<file path="src/rtl/sci_alias_regs.sv">
module sci_alias_regs #(
  parameter int AW       = 8,
  parameter int DW       = 32,
  parameter int BAUD_W   = 9,
  parameter int BIT_ROVR = 6,
  parameter int BIT_TUDR = 8,
  parameter int BIT_FERR = 12,
  parameter int EN_TUDR  = 10,
  parameter int EN_ROVR  = 11,
  parameter int EN_FERR  = 12
) (
  input  logic              clk,
  input  logic              rst_n,
  input  logic              bus_we,
  input  logic [AW-1:0]     bus_addr,
  input  logic [DW-1:0]     bus_wdata,
  output logic [DW-1:0]     bus_rdata,
  input  logic [DW-1:0]     stat_hw_i,
  input  logic              ev_rovr_i,
  input  logic              ev_tudr_i,
  input  logic              ev_ferr_i,
  input  logic [DW-1:0]     rx_word_i,
  output logic              tx_push,
  output logic [DW-1:0]     tx_word,
  output logic [DW-1:0]     ctl_o,
  output logic [DW-1:0]     ctl2_o,
  output logic [BAUD_W-1:0] baud_o,
  output logic              fault_irq
);
  localparam int GW = AW - 4;
  localparam logic [GW-1:0] G_CTL  = GW'(0);
  localparam logic [GW-1:0] G_STAT = GW'(1);
  localparam logic [GW-1:0] G_BUF  = GW'(2);
  localparam logic [GW-1:0] G_BAUD = GW'(3);
  localparam logic [GW-1:0] G_CTL2 = GW'(4);
  localparam logic [1:0] OP_WR  = 2'd0;
  localparam logic [1:0] OP_CLR = 2'd1;
  localparam logic [1:0] OP_SET = 2'd2;
  localparam logic [1:0] OP_INV = 2'd3;
  localparam logic [DW-1:0] STK_MASK =
    (DW'(1) << BIT_ROVR) | (DW'(1) << BIT_TUDR) | (DW'(1) << BIT_FERR);

  wire [GW-1:0] grp = bus_addr[AW-1:4];
  wire [1:0]    op  = bus_addr[3:2];

  logic [DW-1:0]     ctl_q, ctl2_q;
  logic [BAUD_W-1:0] baud_q;
  logic [2:0]        err_q;
  logic [DW-1:0]     stat_view;

  function automatic logic [DW-1:0] apply_op(input logic [DW-1:0] cur,
                                             input logic [DW-1:0] wd,
                                             input logic [1:0]    o);
    case (o)
      OP_WR:   apply_op = wd;
      OP_CLR:  apply_op = cur & ~wd;
      OP_SET:  apply_op = cur | wd;
      default: apply_op = cur ^ wd;
    endcase
  endfunction

  wire wr_ctl  = bus_we && grp == G_CTL;
  wire wr_ctl2 = bus_we && grp == G_CTL2;
  wire wr_baud = bus_we && grp == G_BAUD && op == OP_WR;
  wire wr_buf  = bus_we && grp == G_BUF  && op == OP_WR;
  wire wr_sclr = bus_we && grp == G_STAT && op == OP_CLR;

  wire [2:0] clr_bits = wr_sclr ? {bus_wdata[BIT_FERR], bus_wdata[BIT_TUDR], bus_wdata[BIT_ROVR]} : 3'b000;
  wire [2:0] ev_bits  = {ev_ferr_i, ev_tudr_i, ev_rovr_i};

  always_ff @(posedge clk or negedge rst_n) begin
    if (!rst_n) begin
      ctl_q   <= '0;
      ctl2_q  <= '0;
      baud_q  <= '0;
      err_q   <= '0;
      tx_push <= 1'b0;
      tx_word <= '0;
    end else begin
      if (wr_ctl)  ctl_q  <= apply_op(ctl_q, bus_wdata, op);
      if (wr_ctl2) ctl2_q <= apply_op(ctl2_q, bus_wdata, op);
      if (wr_baud) baud_q <= bus_wdata[BAUD_W-1:0];
      err_q   <= (err_q & ~clr_bits) | ev_bits;
      tx_push <= wr_buf;
      if (wr_buf) tx_word <= bus_wdata;
    end
  end

  always_comb begin
    stat_view = stat_hw_i & ~STK_MASK;
    stat_view[BIT_ROVR] = err_q[0];
    stat_view[BIT_TUDR] = err_q[1];
    stat_view[BIT_FERR] = err_q[2];
  end

  always_comb begin
    bus_rdata = '0;
    if (op == OP_WR) begin
      case (grp)
        G_CTL:   bus_rdata = ctl_q;
        G_STAT:  bus_rdata = stat_view;
        G_BUF:   bus_rdata = rx_word_i;
        G_BAUD:  bus_rdata = DW'(baud_q);
        G_CTL2:  bus_rdata = ctl2_q;
        default: bus_rdata = '0;
      endcase
    end
  end

  assign ctl_o  = ctl_q;
  assign ctl2_o = ctl2_q;
  assign baud_o = baud_q;
  assign fault_irq = (err_q[0] & ctl2_q[EN_ROVR]) |
                     (err_q[1] & ctl2_q[EN_TUDR]) |
                     (err_q[2] & ctl2_q[EN_FERR]);

  a_r2_ctl_hold: assert property (@(posedge clk) disable iff (!rst_n)
    !wr_ctl |=> $stable(ctl_o));
  a_r4_baud_hold: assert property (@(posedge clk) disable iff (!rst_n)
    !wr_baud |=> $stable(baud_o));
  a_r5_rovr_sticky: assert property (@(posedge clk) disable iff (!rst_n)
    (err_q[0] && !(wr_sclr && bus_wdata[BIT_ROVR])) |=> err_q[0]);
  a_r7_event_wins: assert property (@(posedge clk) disable iff (!rst_n)
    ev_rovr_i |=> stat_view[BIT_ROVR]);
  a_r8_irq_needs_flag: assert property (@(posedge clk) disable iff (!rst_n)
    fault_irq |-> (err_q != 3'b000));
  a_r9_push_from_write: assert property (@(posedge clk) disable iff (!rst_n)
    wr_buf |=> tx_push && tx_word == $past(bus_wdata));
endmodule

</file>
<file path="config.mk">
export PLATFORM = sky130hd
export DESIGN_NAME = sci_alias_regs
export DESIGN_NICKNAME = d
export VERILOG_FILES = /design/src/rtl/sci_alias_regs.sv
export SDC_FILE = /design/constraint.sdc
export NUM_CORES = 1
export LEC_CHECK = 0
export ABC_AREA = 1
export ABC_CLOCK_PERIOD_IN_PS = 1970
export BUFFER_PORTS_ARGS = -buffer_cell sky130_fd_sc_hd__buf_2
export CORE_MARGIN = 2
export CORE_UTILIZATION = 57
export DETAILED_ROUTE_END_ITERATION = 10
export GPL_ROUTABILITY_DRIVEN = 1
export PLACE_DENSITY = 0.86
export SYNTH_ARGS = -nofsm -noshare
export SYNTH_HDL_FRONTEND = slang
export SYNTH_SLANG_ARGS = --single-unit
</file>
<file path="constraint.sdc">
create_clock -name clk -period 1.97 [get_ports clk]
set_clock_uncertainty 0.05 [all_clocks]
set_input_delay 0.2955 -clock clk [delete_from_list [all_inputs] [get_ports clk]]
set_output_delay 0.2955 -clock clk [all_outputs]
set_load 0.01 [all_outputs]
</file>
==> results.txt, run 1 <==
----------------------------------------------------
[Setup path]
  Critical Path Source Type ... input pin
  Crit path kind ... input pin to output port
  Required time worst endpoint ... 1.62 ns
  Cells traversed along the worst timing path ... buf_2 -> nor2_4 -> buf_12 -> nand3_1 -> o21ai_1 -> nor2_1 -> nor2_1 -> buf_2
  Highest fanout seen on the critical path ... 43
  Crit end category ... output port
  Largest incremental delay on the critical path ... 0.24 ns
  CP max-delay cell ... sky130_fd_sc_hd__buf_12
  Worst setup startpoint ... bus_addr[7]
  Arrival time of the worst setup path ... 1.50 ns
  Worst R2R Start ... ctl2_o[1]

[STA]
  Fmax achieved ... 541.3 MHz
  Share of the clock period used by the worst path ... 93.78%
  Final min period ... 1.848 ns
  Final total negative setup slack ... 0 ns
  Measured slew at the worst slew-check pin ... 0.5527 ns
  Remaining max-slew budget at the tightest pin ... 63.10%
  Final Max Tran Viols ... 0
  Worst setup slack after layout ... 0.1225 ns
  Final setup vio count ... 0
  Setup repair after global routing missed its margin ... no
  Worst Hold Slack ... 0.06216 ns
  Count of final hold-check violations ... 0

[GRT]
  All-Layer GR Usage ... 34.11%
  Initial antenna violation count ... 1
  Via count of the first global-routing pass ... 8959
  Maximum number of pins on one net before global-route repair ... 46
  Overall overflow remaining after global route ... 0
  Wire length of the first global-routing pass ... 44.93 mm

[Drt]
  DRT antenna net count ... 0
  Metal3 WL ... 2.683 mm
  Overall via count from detail_route ... 9499
  Wire length reported by the detailed router ... 28.17 mm
  Iter 0 DRT Violations ... 846
  Highest Signal Layer ... met4
  Detailed Routing Iterations Pass 1 ... 6
  Ratio of routed vias to standard cells ... 5.634
  DRT met1 WL ... 11.26 mm
  Drt wl/cell ... 16.71 um
  Met2 wirelength from detailed routing ... 12.96 mm
  Drt drc ... 0

[Synth]
  XOR/XNOR Fraction of Synth Area ... 0%
  Netlist area before placement ... 8874 um^2
  Multiplexer area fraction after synthesis ... 0%
  Synth Net Count ... 1496
  Synthesized instance count ... 1258
  Adder and majority cell fraction of the synthesized area ... 18.05%
  Count of different cell masters after synthesis ... 24
  Register area share after synthesis ... 30.74%
  Largest family of logic cells by synthesized area ... simple AND/OR/NAND/NOR gates
  Average cell area after synthesis ... 7.054 um^2
  Synthesis warning total ... 0
  Post-synthesis share of cell area spent on and, or, nand and nor gates ... 29.19%
  Synthesized-area fraction occupied by ao, oa, aoi and oai cells ... 12.13%
  Flip-flop and latch count after synthesis ... 109

[Power]
  Worst IR Drop VDD ... 0.4658 mV
  Overall Power ... 7.627 mW
  Areal power density over the cells ... 705.7 nW/um^2
  Leakage ... 6.107 nW

[Job]
  Max-capacitance violation count ... 0

[Placement]
  Worst setup slack before clock tree synthesis ... 0.1096 ns
  Placed Area ... 10450 um^2
  Number of placed instances with taps included ... 1664
  Placed wire-length estimate ... 20.43 mm
  Final GP Congestion ... 0.8964
  Number of port buffers ... 243

[CTS]
  Clock tree from TritonCTS ... done
  Maximum level of the CTS H-tree ... 3
  TritonCTS sink count ... 109
  Max Root-Sink Buffers ... 2
  Clock latency on the worst-skew pair ... 0.36 ns
  Clock tree root buffer cell ... sky130_fd_sc_hd__clkbuf_16
  Total CTS buffers ... 9
  Register clock-pin slew on the reported worst setup and hold paths ... 0.07 ns

[Cells and area]
  Most frequent cells in the layout ... sky130_fd_sc_hd__nand2_1, sky130_fd_sc_hd__buf_2, sky130_fd_sc_hd__nor2_1
  Net total in the final layout ... 1730
  Most common cell after layout, fill and taps aside ... sky130_fd_sc_hd__nand2_1
  Final core utilization ... 71.09%
  Area added between synthesis and finish ... 21.80%
  Layout Cells excl Fill ... 1686
  Post-route cell area ... 10810 um^2
  Proportion of layout cells with a drive suffix above 1 ... 23.38%

[Floorplanning]
  Initial cell density of the core ... 58.37%
  Number of top-level pins ... 249
  Area enclosed by the die boundary ... 16580 um^2
  Vertical die dimension ... 128.8 um
  Site Rows ... 45
  Die X ... 128.8 um
  Floorplan core area ... 15200 um^2

[Hold path]
  Hold path startpoint ... ev_ferr_i
  Path type of the worst min-delay path ... input pin to flip-flop

[Status]
  Run status ... complete, no violations

----------------------------------------------------
-- timing repair --
item | 4_1_cts | 5_1_grt
setup endpoints to repair | 0 | 1
gates resized for setup | 0 | 1
hold endpoints to repair | 29 | 0
hold buffers | 1 | 0
setup buffers | 0 | 4
-- cell type report --
| cell class | instances | area, um^2 |
|---|---|---|
| Antenna cell | 1 | 2.502 |
| Fill cell | 1208 | 4394 |
| Multi-Input combinational cell | 946 | 5293 |
| Inverter | 135 | 506.7 |
| Timing Repair Buffer | 291 | 1732 |
| Tap cell | 188 | 235.2 |
| Clock buffer | 11 | 252.7 |
| Sequential cell | 109 | 2728 |
| Clock inverter | 5 | 58.81 |
-- state kept, by name (all words and copies together) (netlist names) --
name	cells
ctl2_o	32
tx_word	32
baud_o	9
err_q	3
ctl_o	32
tx_push	1
-- power by group --
group	total [mW]	leakage, nW	internal [mW]	switching (mW)
clock network	1.94	0.148	1.06	0.882
logic	2.58	4.58	1.02	1.57
registers	3.11	1.38	2.65	0.456
-- critical path, delay by kind of cell --
| family | cells | cell delay, ns |
|---|---|---|
| and+or+nand+nor | 4 | 0.56 |
| AOI/OAI and AO/OA | 1 | 0.09 |
| buffers and inverters | 3 | 0.54 |
-- synth_stat cells --
library cell | instances | area share [%]
sky130_fd_sc_hd__nand2_1 | 327 | 14
sky130_fd_sc_hd__nor2_1 | 153 | 6.5
sky130_fd_sc_hd__inv_1 | 129 | 5.5
sky130_fd_sc_hd__ha_1 | 128 | 18
sky130_fd_sc_hd__o21ai_0 | 121 | 6.8
sky130_fd_sc_hd__dfrtp_1 | 109 | 31
sky130_fd_sc_hd__nand3_1 | 97 | 5.5
sky130_fd_sc_hd__o21ai_1 | 38 | 2.1
sky130_fd_sc_hd__buf_2 | 36 | 2.0
sky130_fd_sc_hd__nand4_1 | 24 | 1.7
sky130_fd_sc_hd__o21ai_2 | 20 | 2.0
sky130_fd_sc_hd__clkbuf_1 | 17 | 0.72
sky130_fd_sc_hd__a21oi_1 | 15 | 0.85
sky130_fd_sc_hd__buf_4 | 7 | 0.59
sky130_fd_sc_hd__buf_6 | 6 | 0.76
sky130_fd_sc_hd__inv_2 | 6 | 0.25
sky130_fd_sc_hd__nor2_4 | 5 | 0.63
sky130_fd_sc_hd__nand2_2 | 4 | 0.28
sky130_fd_sc_hd__o211ai_1 | 4 | 0.34
sky130_fd_sc_hd__nand3_2 | 3 | 0.34
sky130_fd_sc_hd__nor2_2 | 3 | 0.21
sky130_fd_sc_hd__buf_1 | 2 | 0.085
sky130_fd_sc_hd__nor3_1 | 2 | 0.11
sky130_fd_sc_hd__or2_2 | 2 | 0.14
-- cell families after synthesis --
logic type | after synthesis
buffers and inverters | 203
flip-flops | 109
AO/OA/AOI/OAI | 198
AND/OR/NAND/NOR | 620
adder cells (fa/ha/maj) | 128
-- routing by layer --
layer | vias to the layer above | track usage, %
met3 | 86 | 4.990
li1 | 4491 | -
met4 | 0 | 17.33
met2 | 552 | 55.93
met5 | - | 0
met1 | 4370 | 44.11
-- path summary, 6_finish.rpt --
kind / endpoint / slack [ns] / cells past startpoint
hold reg to reg: tx_word[1] / 0.44 / 2
setup reg to reg: ctl2_o[1] / 0.62 / 6
min in group asynchronous: tx_word[1] / 0.38 / 2
hold / removal: err_q[2] / 0.06 / 3
setup / recovery: bus_rdata[31] / 0.12 / 8
max in group asynchronous: ctl2_o[20] / 0.89 / 3
Note: power is estimated with default switching activity, not from simulation.
==> inputs of run 2 (changes only) <==
- CORE_MARGIN: 2 -> not set
- SLEW_MARGIN: not set -> 20
==> results.txt, run 2 (synthesized netlist as in run 1, its figures left out) <==
----------------------------------------------------
[Cells and area]
  Final core utilization ... 70.82% (-0.27 points)
  Area added between synthesis and finish ... 21.33%
  Layout Cells excl Fill ... 1682 (-0.24%)
  Post-route cell area ... 10770 um^2 (-0.38%)
  Net total in the final layout ... 1725 (-0.29%)
  Most common cell after layout, fill and taps aside ... sky130_fd_sc_hd__nand2_1
  Multi-input logic area ... 5293 um^2 (unchanged)
  Proportion of layout cells with a drive suffix above 1 ... 22.99% (-0.39 points)
  Most frequent cells in the layout ... sky130_fd_sc_hd__nand2_1, sky130_fd_sc_hd__buf_2, sky130_fd_sc_hd__nor2_1
  Layout filler cell count ... 1228 (+1.7%)
  Area taken by flip-flops and latches ... 2728 um^2 (unchanged)

[CTS]
  Register clock-pin slew on the reported worst setup and hold paths ... 0.07 ns (about the same)
  Resized Gates After CTS ... 0 (unchanged)
  Clock latency on the worst-skew pair ... 0.35 ns (about the same)
  Max Root-Sink Buffers ... 2 (unchanged)
  Clock tree root buffer cell ... sky130_fd_sc_hd__clkbuf_16
  TritonCTS sink count ... 109 (unchanged)
  Maximum level of the CTS H-tree ... 3 (unchanged)
  Total CTS buffers ... 9 (unchanged)
  Clock tree from TritonCTS ... done

[STA]
  Setup repair after global routing missed its margin ... no
  Worst Hold Slack ... 0.07085 ns (+0.008689 ns)
  Final Max Tran Viols ... 0 (unchanged)
  Share of the clock period used by the worst path ... 92.29% (-1.5 points)
  Final total negative setup slack ... 0 ns (unchanged)
  Remaining max-slew budget at the tightest pin ... 59.00% (-4.1 points)
  Fmax achieved ... 550.0 MHz (+1.6%)
  Measured slew at the worst slew-check pin ... 0.6141 ns (+0.06137 ns)
  Worst setup slack after layout ... 0.1520 ns (+0.02949 ns)
  Final min period ... 1.818 ns (-0.02949 ns)
  Final setup vio count ... 0 (unchanged)
  Count of final hold-check violations ... 0 (unchanged)

[GRT]
  Met2 usage in global routing ... 58.04% (+2.1 points)
  Initial antenna violation count ... 2 (+1)
  Overall overflow remaining after global route ... 0 (unchanged)
  Wire length of the first global-routing pass ... 44.51 mm (-0.94%)
  GR met1 Demand/Resource ... 45.01% (+0.90 points)
  Via count of the first global-routing pass ... 8827 (-1.5%)
  Global routing's busiest layer ... met2
  Maximum number of pins on one net before global-route repair ... 44 (-4.3%)
  All-Layer GR Usage ... 35.03% (+0.92 points)
  Global-route track usage on met3 ... 5.399% (+0.41 points)

[Floorplanning]
  Area enclosed by the die boundary ... 16070 um^2 (-3.1%)
  Initial cell density of the core ... 58.37% (unchanged)
  Die X ... 126.8 um (-1.6%)
  Floorplan core area ... 15200 um^2 (unchanged)
  Vertical die dimension ... 126.8 um (-1.6%)
  Number of top-level pins ... 249 (unchanged)
  Site Rows ... 45 (unchanged)

[Hold path]
  Endpoint, Worst Hold ... err_q[0]
  Path type of the worst min-delay path ... input pin to flip-flop
  Hold path startpoint ... ev_rovr_i
  Worst hold path depth ... 3 (unchanged)

[Drt]
  Overall via count from detail_route ... 9381 (-1.2%)
  Detailed Routing Iterations Pass 1 ... 5 (-1)
  DRT antenna net count ... 0 (unchanged)
  Ratio of routed vias to standard cells ... 5.577 (-1.0%)
  Drt drc ... 0 (unchanged)
  Wire length reported by the detailed router ... 27.34 mm (-2.9%)
  Drt wl/cell ... 16.26 um (-2.7%)
  Iter 0 DRT Violations ... 721 (-15%)

[Setup path]
  Required time worst endpoint ... 1.62 ns (about the same)
  Count of cells along the worst register-to-register path ... 5 (-1)
  Highest fanout seen on the critical path ... 23 (-47%)
  Worst R2R Start ... ctl2_o[0]
  Reg2Reg Setup Slack ... 0.63 ns (about the same)
  Crit end category ... output port
  Worst setup startpoint ... bus_addr[4]
  Arrival time of the worst setup path ... 1.47 ns (-0.03 ns)
  CP max-delay cell ... sky130_fd_sc_hd__buf_4
  Cells traversed along the worst timing path ... buf_2 -> nor2_4 -> nand2_1 -> buf_4 -> o21ai_0 -> nor2_1 -> nor2_1 -> buf_2
  Largest incremental delay on the critical path ... 0.24 ns (about the same)
  Critical Path Source Type ... input pin
  Critical register-to-register path endpoint ... ctl2_o[0]
  Crit path kind ... input pin to output port

[Power]
  Switching Power ... 2.849 mW (-1.9%)
  Worst IR Drop VDD ... 0.4580 mV (-1.7%)
  Overall Power ... 7.434 mW (-2.5%)
  Switching portion of total power ... 38.33% (+0.24 points)
  Leakage ... 6.075 nW (-0.52%)
  Internal portion of total power ... 4.585 mW (-2.9%)
  Areal power density over the cells ... 690.5 nW/um^2 (-2.2%)
  Portion of total power attributed to the clock network ... 24.0% (-1.4 points)
  Share of total power in sequential cells ... 41.8% (+1.1 points)
  Combinational fraction of design power ... 34.3% (+0.4 points)

[Status]
  Run status ... complete, no violations

[Placement]
  Worst setup slack before clock tree synthesis ... 0.1343 ns (+0.02472 ns)
  Placed Area ... 10440 um^2 (-0.12%)
  Final GP Congestion ... 0.8705 (-2.9%)
  Placed wire-length estimate ... 19.31 mm (-5.5%)
  Number of placed instances with taps included ... 1659 (-0.30%)
  Number of port buffers ... 243 (unchanged)

[Job]
  Max-capacitance violation count ... 0 (unchanged)

----------------------------------------------------
==> run 2: layout make-up <==
class,count,area share (%)
inverters,135,4.707
repair buffers,286,15.97
multi-input cells,946,49.16
clock inverters,3,0.1859
clock buffers,13,2.417
diodes,2,0.04648
flip-flops and latches,109,25.33
well taps,188,2.185
==> run 2: how the worst max path moves through the flow <==
stage	endpoint	slack, ns
floorplan	bus_rdata[11]	0.40
global placement	bus_rdata[20]	0.17
detailed placement	bus_rdata[18]	0.13
CTS	bus_rdata[18]	0.13
global route	bus_rdata[13]	0.04
finish	bus_rdata[20]	0.15
==> run 2: metal layers <==
layer / up-vias / share of wire [%]
met5: - / 0
met3: 65 / 8.7
met1: 4349 / 41
li1: 4482 / -
met4: 0 / 3.3
met2: 485 / 47
==> run 2: power groups by stage <==
stage / logic, mW / clock network [mW] / registers, mW
after floorplan: 1.27 / 0 / 3.21
after global placement: 2.41 / 0 / 3.12
after detailed placement: 2.52 / 0 / 3.12
after CTS: 2.54 / 1.79 / 3.09
after global routing: 2.90 / 1.87 / 3.15
final: 2.55 / 1.78 / 3.11
==> run 2: timing repair <==
action,4_1_cts,5_1_grt
endpoints found under the setup margin,0,4
setup buffers,0,4
hold buffers,1,0
endpoints found under the hold margin,28,0
==> run 2: critical path: cells and delay by family <==
kind / cells / cell delay (ns)
AO/OA/AOI/OAI: 1 / 0.18
buffers and inverters: 3 / 0.52
AND/OR/NAND/NOR: 4 / 0.45
==> inputs of run 3 (changes only) <==
- REMOVE_ABC_BUFFERS: not set -> 1
==> results.txt, run 3 (synthesized netlist as in run 1, its figures left out) <==
----------------------------------------------------
[Setup path]
  Highest fanout seen on the critical path ... 23 (unchanged)
  Crit path kind ... input pin to output port
  Required time worst endpoint ... 1.62 ns (about the same)
  Reg2Reg Setup Slack ... 0.59 ns (-0.04 ns)
  Arrival time of the worst setup path ... 1.51 ns (+0.04 ns)
  Count of cells along the worst register-to-register path ... 6 (+1)
  Critical register-to-register path endpoint ... ctl2_o[15]
  Critical Path Source Type ... input pin
  Crit end category ... output port
  Worst R2R Start ... ctl2_o[15]

[CTS]
  Register clock-pin slew on the reported worst setup and hold paths ... 0.07 ns (about the same)
  Maximum level of the CTS H-tree ... 3 (unchanged)
  Total CTS buffers ... 9 (unchanged)
  Resized Gates After CTS ... 0 (unchanged)
  TritonCTS sink count ... 109 (unchanged)
  Max Root-Sink Buffers ... 2 (unchanged)
  Clock tree from TritonCTS ... done
  Clock tree root buffer cell ... sky130_fd_sc_hd__clkbuf_16
  Clock latency on the worst-skew pair ... 0.35 ns (about the same)

[STA]
  Final setup vio count ... 0 (unchanged)
  Worst Hold Slack ... 0.07480 ns (+0.003950 ns)
  Measured slew at the worst slew-check pin ... 0.5513 ns (-0.06279 ns)
  Final min period ... 1.857 ns (+0.03852 ns)
  Setup repair after global routing missed its margin ... no
  Count of final hold-check violations ... 0 (unchanged)
  Worst setup slack after layout ... 0.1135 ns (-0.03852 ns)
  Share of the clock period used by the worst path ... 94.24% (+2.0 points)
  Fmax achieved ... 538.6 MHz (-2.1%)
  Final Max Tran Viols ... 0 (unchanged)
  Remaining max-slew budget at the tightest pin ... 63.19% (+4.2 points)

[Drt]
  Iter 0 DRT Violations ... 758 (+5.1%)
  Overall via count from detail_route ... 9473 (+0.98%)
  Wire length reported by the detailed router ... 28.11 mm (+2.8%)
  Drt wl/cell ... 16.71 um (+2.8%)
  Drt drc ... 0 (unchanged)
  Ratio of routed vias to standard cells ... 5.632 (+0.98%)
  Detailed Routing Iterations Pass 1 ... 5 (unchanged)
  DRT antenna net count ... 0 (unchanged)

[Cells and area]
  Proportion of layout cells with a drive suffix above 1 ... 23.11% (+0.12 points)
  Final core utilization ... 70.58% (-0.25 points)
  Layout filler cell count ... 1236 (+0.65%)
  Most common cell after layout, fill and taps aside ... sky130_fd_sc_hd__nand2_1
  Area added between synthesis and finish ... 20.91%
  Net total in the final layout ... 1726 (+0.058%)
  Most frequent cells in the layout ... sky130_fd_sc_hd__nand2_1, sky130_fd_sc_hd__buf_2, sky130_fd_sc_hd__nor2_1
  Post-route cell area ... 10730 um^2 (-0.35%)

[GRT]
  Via count of the first global-routing pass ... 8716 (-1.3%)
  Wire length of the first global-routing pass ... 44.41 mm (-0.23%)
  Maximum number of pins on one net before global-route repair ... 39 (-11%)
  Initial antenna violation count ... 0 (-2)
  Overall overflow remaining after global route ... 0 (unchanged)
  All-Layer GR Usage ... 35.36% (+0.33 points)

[Placement]
  Worst setup slack before clock tree synthesis ... 0.1327 ns (-0.001640 ns)
  Final GP Congestion ... 0.8982 (+3.2%)
  Number of port buffers ... 243 (unchanged)
  Placed Area ... 10400 um^2 (-0.36%)
  Placed wire-length estimate ... 19.51 mm (+1.1%)

[Floorplanning]
  Vertical die dimension ... 126.8 um (unchanged)
  Site Rows ... 45 (unchanged)
  Die X ... 126.8 um (unchanged)
  Floorplan core area ... 15200 um^2 (unchanged)
  Number of top-level pins ... 249 (unchanged)
  Area enclosed by the die boundary ... 16070 um^2 (unchanged)
  Initial cell density of the core ... 58.37% (unchanged)

[Hold path]
  Worst hold path depth ... 3 (unchanged)
  Path type of the worst min-delay path ... input pin to flip-flop
  Endpoint, Worst Hold ... err_q[0]
  Hold path startpoint ... ev_rovr_i

[Power]
  Worst IR Drop VDD ... 0.4689 mV (+2.4%)
  Areal power density over the cells ... 706.8 nW/um^2 (+2.4%)
  Leakage ... 6.078 nW (about the same)

[Job]
  Max-capacitance violation count ... 0 (unchanged)

[Status]
  Run status ... complete, no violations

----------------------------------------------------
-- run 3: worst max path at each step --
stage | startpoint | end | slack (ns)
2_1_floorplan | bus_addr[7] | tx_word[0] | -1.72
3_3_place_gp | bus_addr[5] | bus_rdata[24] | 0.15
3_5_place_dp | bus_addr[5] | bus_rdata[24] | 0.13
4_1_cts | bus_addr[5] | bus_rdata[24] | 0.13
5_1_grt | bus_addr[5] | bus_rdata[21] | 0.03
6_report | bus_addr[5] | bus_rdata[21] | 0.11
-- run 3: stage by stage --
stage | std cells | power [mW] | TNS (ns)
floorplan | 1190 | 4.434 | -144.73
global placement | 1664 | 5.473 | 0
detailed placement | 1664 | 5.607 | 0
CTS | 1681 | 7.562 | 0
global route | 1681 | 8.060 | 0
finish | 1682 | 7.583 | 0
-- run 3: cell type report --
type	instances	area [um^2]	share of cell area, %
clock buffer	13	270.3	2.519
timing repair buffer	287	1652	15.39
clock inverter	3	42.54	0.3965
inverter	135	506.7	4.723
sequential	109	2728	25.42
antenna	1	2.502	0.02332
multi-input combinational	946	5293	49.33
tap	188	235.2	2.192
-- run 3: what timing repair did --
item	CTS	global route
buffers inserted	0	0
endpoints found under the hold margin	30	0
hold buffers	1	0
-- run 3: power by group --
part	leakage [nW]	switching, mW	total (mW)	internal, mW
clock network	0.152	0.877	1.97	1.09
logic	4.55	1.55	2.55	0.998
registers	1.38	0.420	3.07	2.65
-- run 3: layer usage --
metal | global-route usage, % | up-vias | routed length [um] | share of wire [%]
li1 | - | 4492 | - | -
met1 | 45.96 | 4422 | 11770 | 42
met2 | 58.76 | 477 | 13210 | 47
met3 | 4.766 | 82 | 2244 | 8.0
met4 | 16.25 | 0 | 890 | 3.2
met5 | 0 | - | 0 | 0
-- run 3: worst max-delay path, stage by stage --
cell and delay, ns:
sky130_fd_sc_hd__buf_2 0.15, sky130_fd_sc_hd__nor2_4 0.19, sky130_fd_sc_hd__nand2_1 0.07, sky130_fd_sc_hd__buf_4 0.24, sky130_fd_sc_hd__o21ai_0 0.19, sky130_fd_sc_hd__nor2_1 0.08, sky130_fd_sc_hd__nor2_1 0.12, sky130_fd_sc_hd__buf_2 0.15
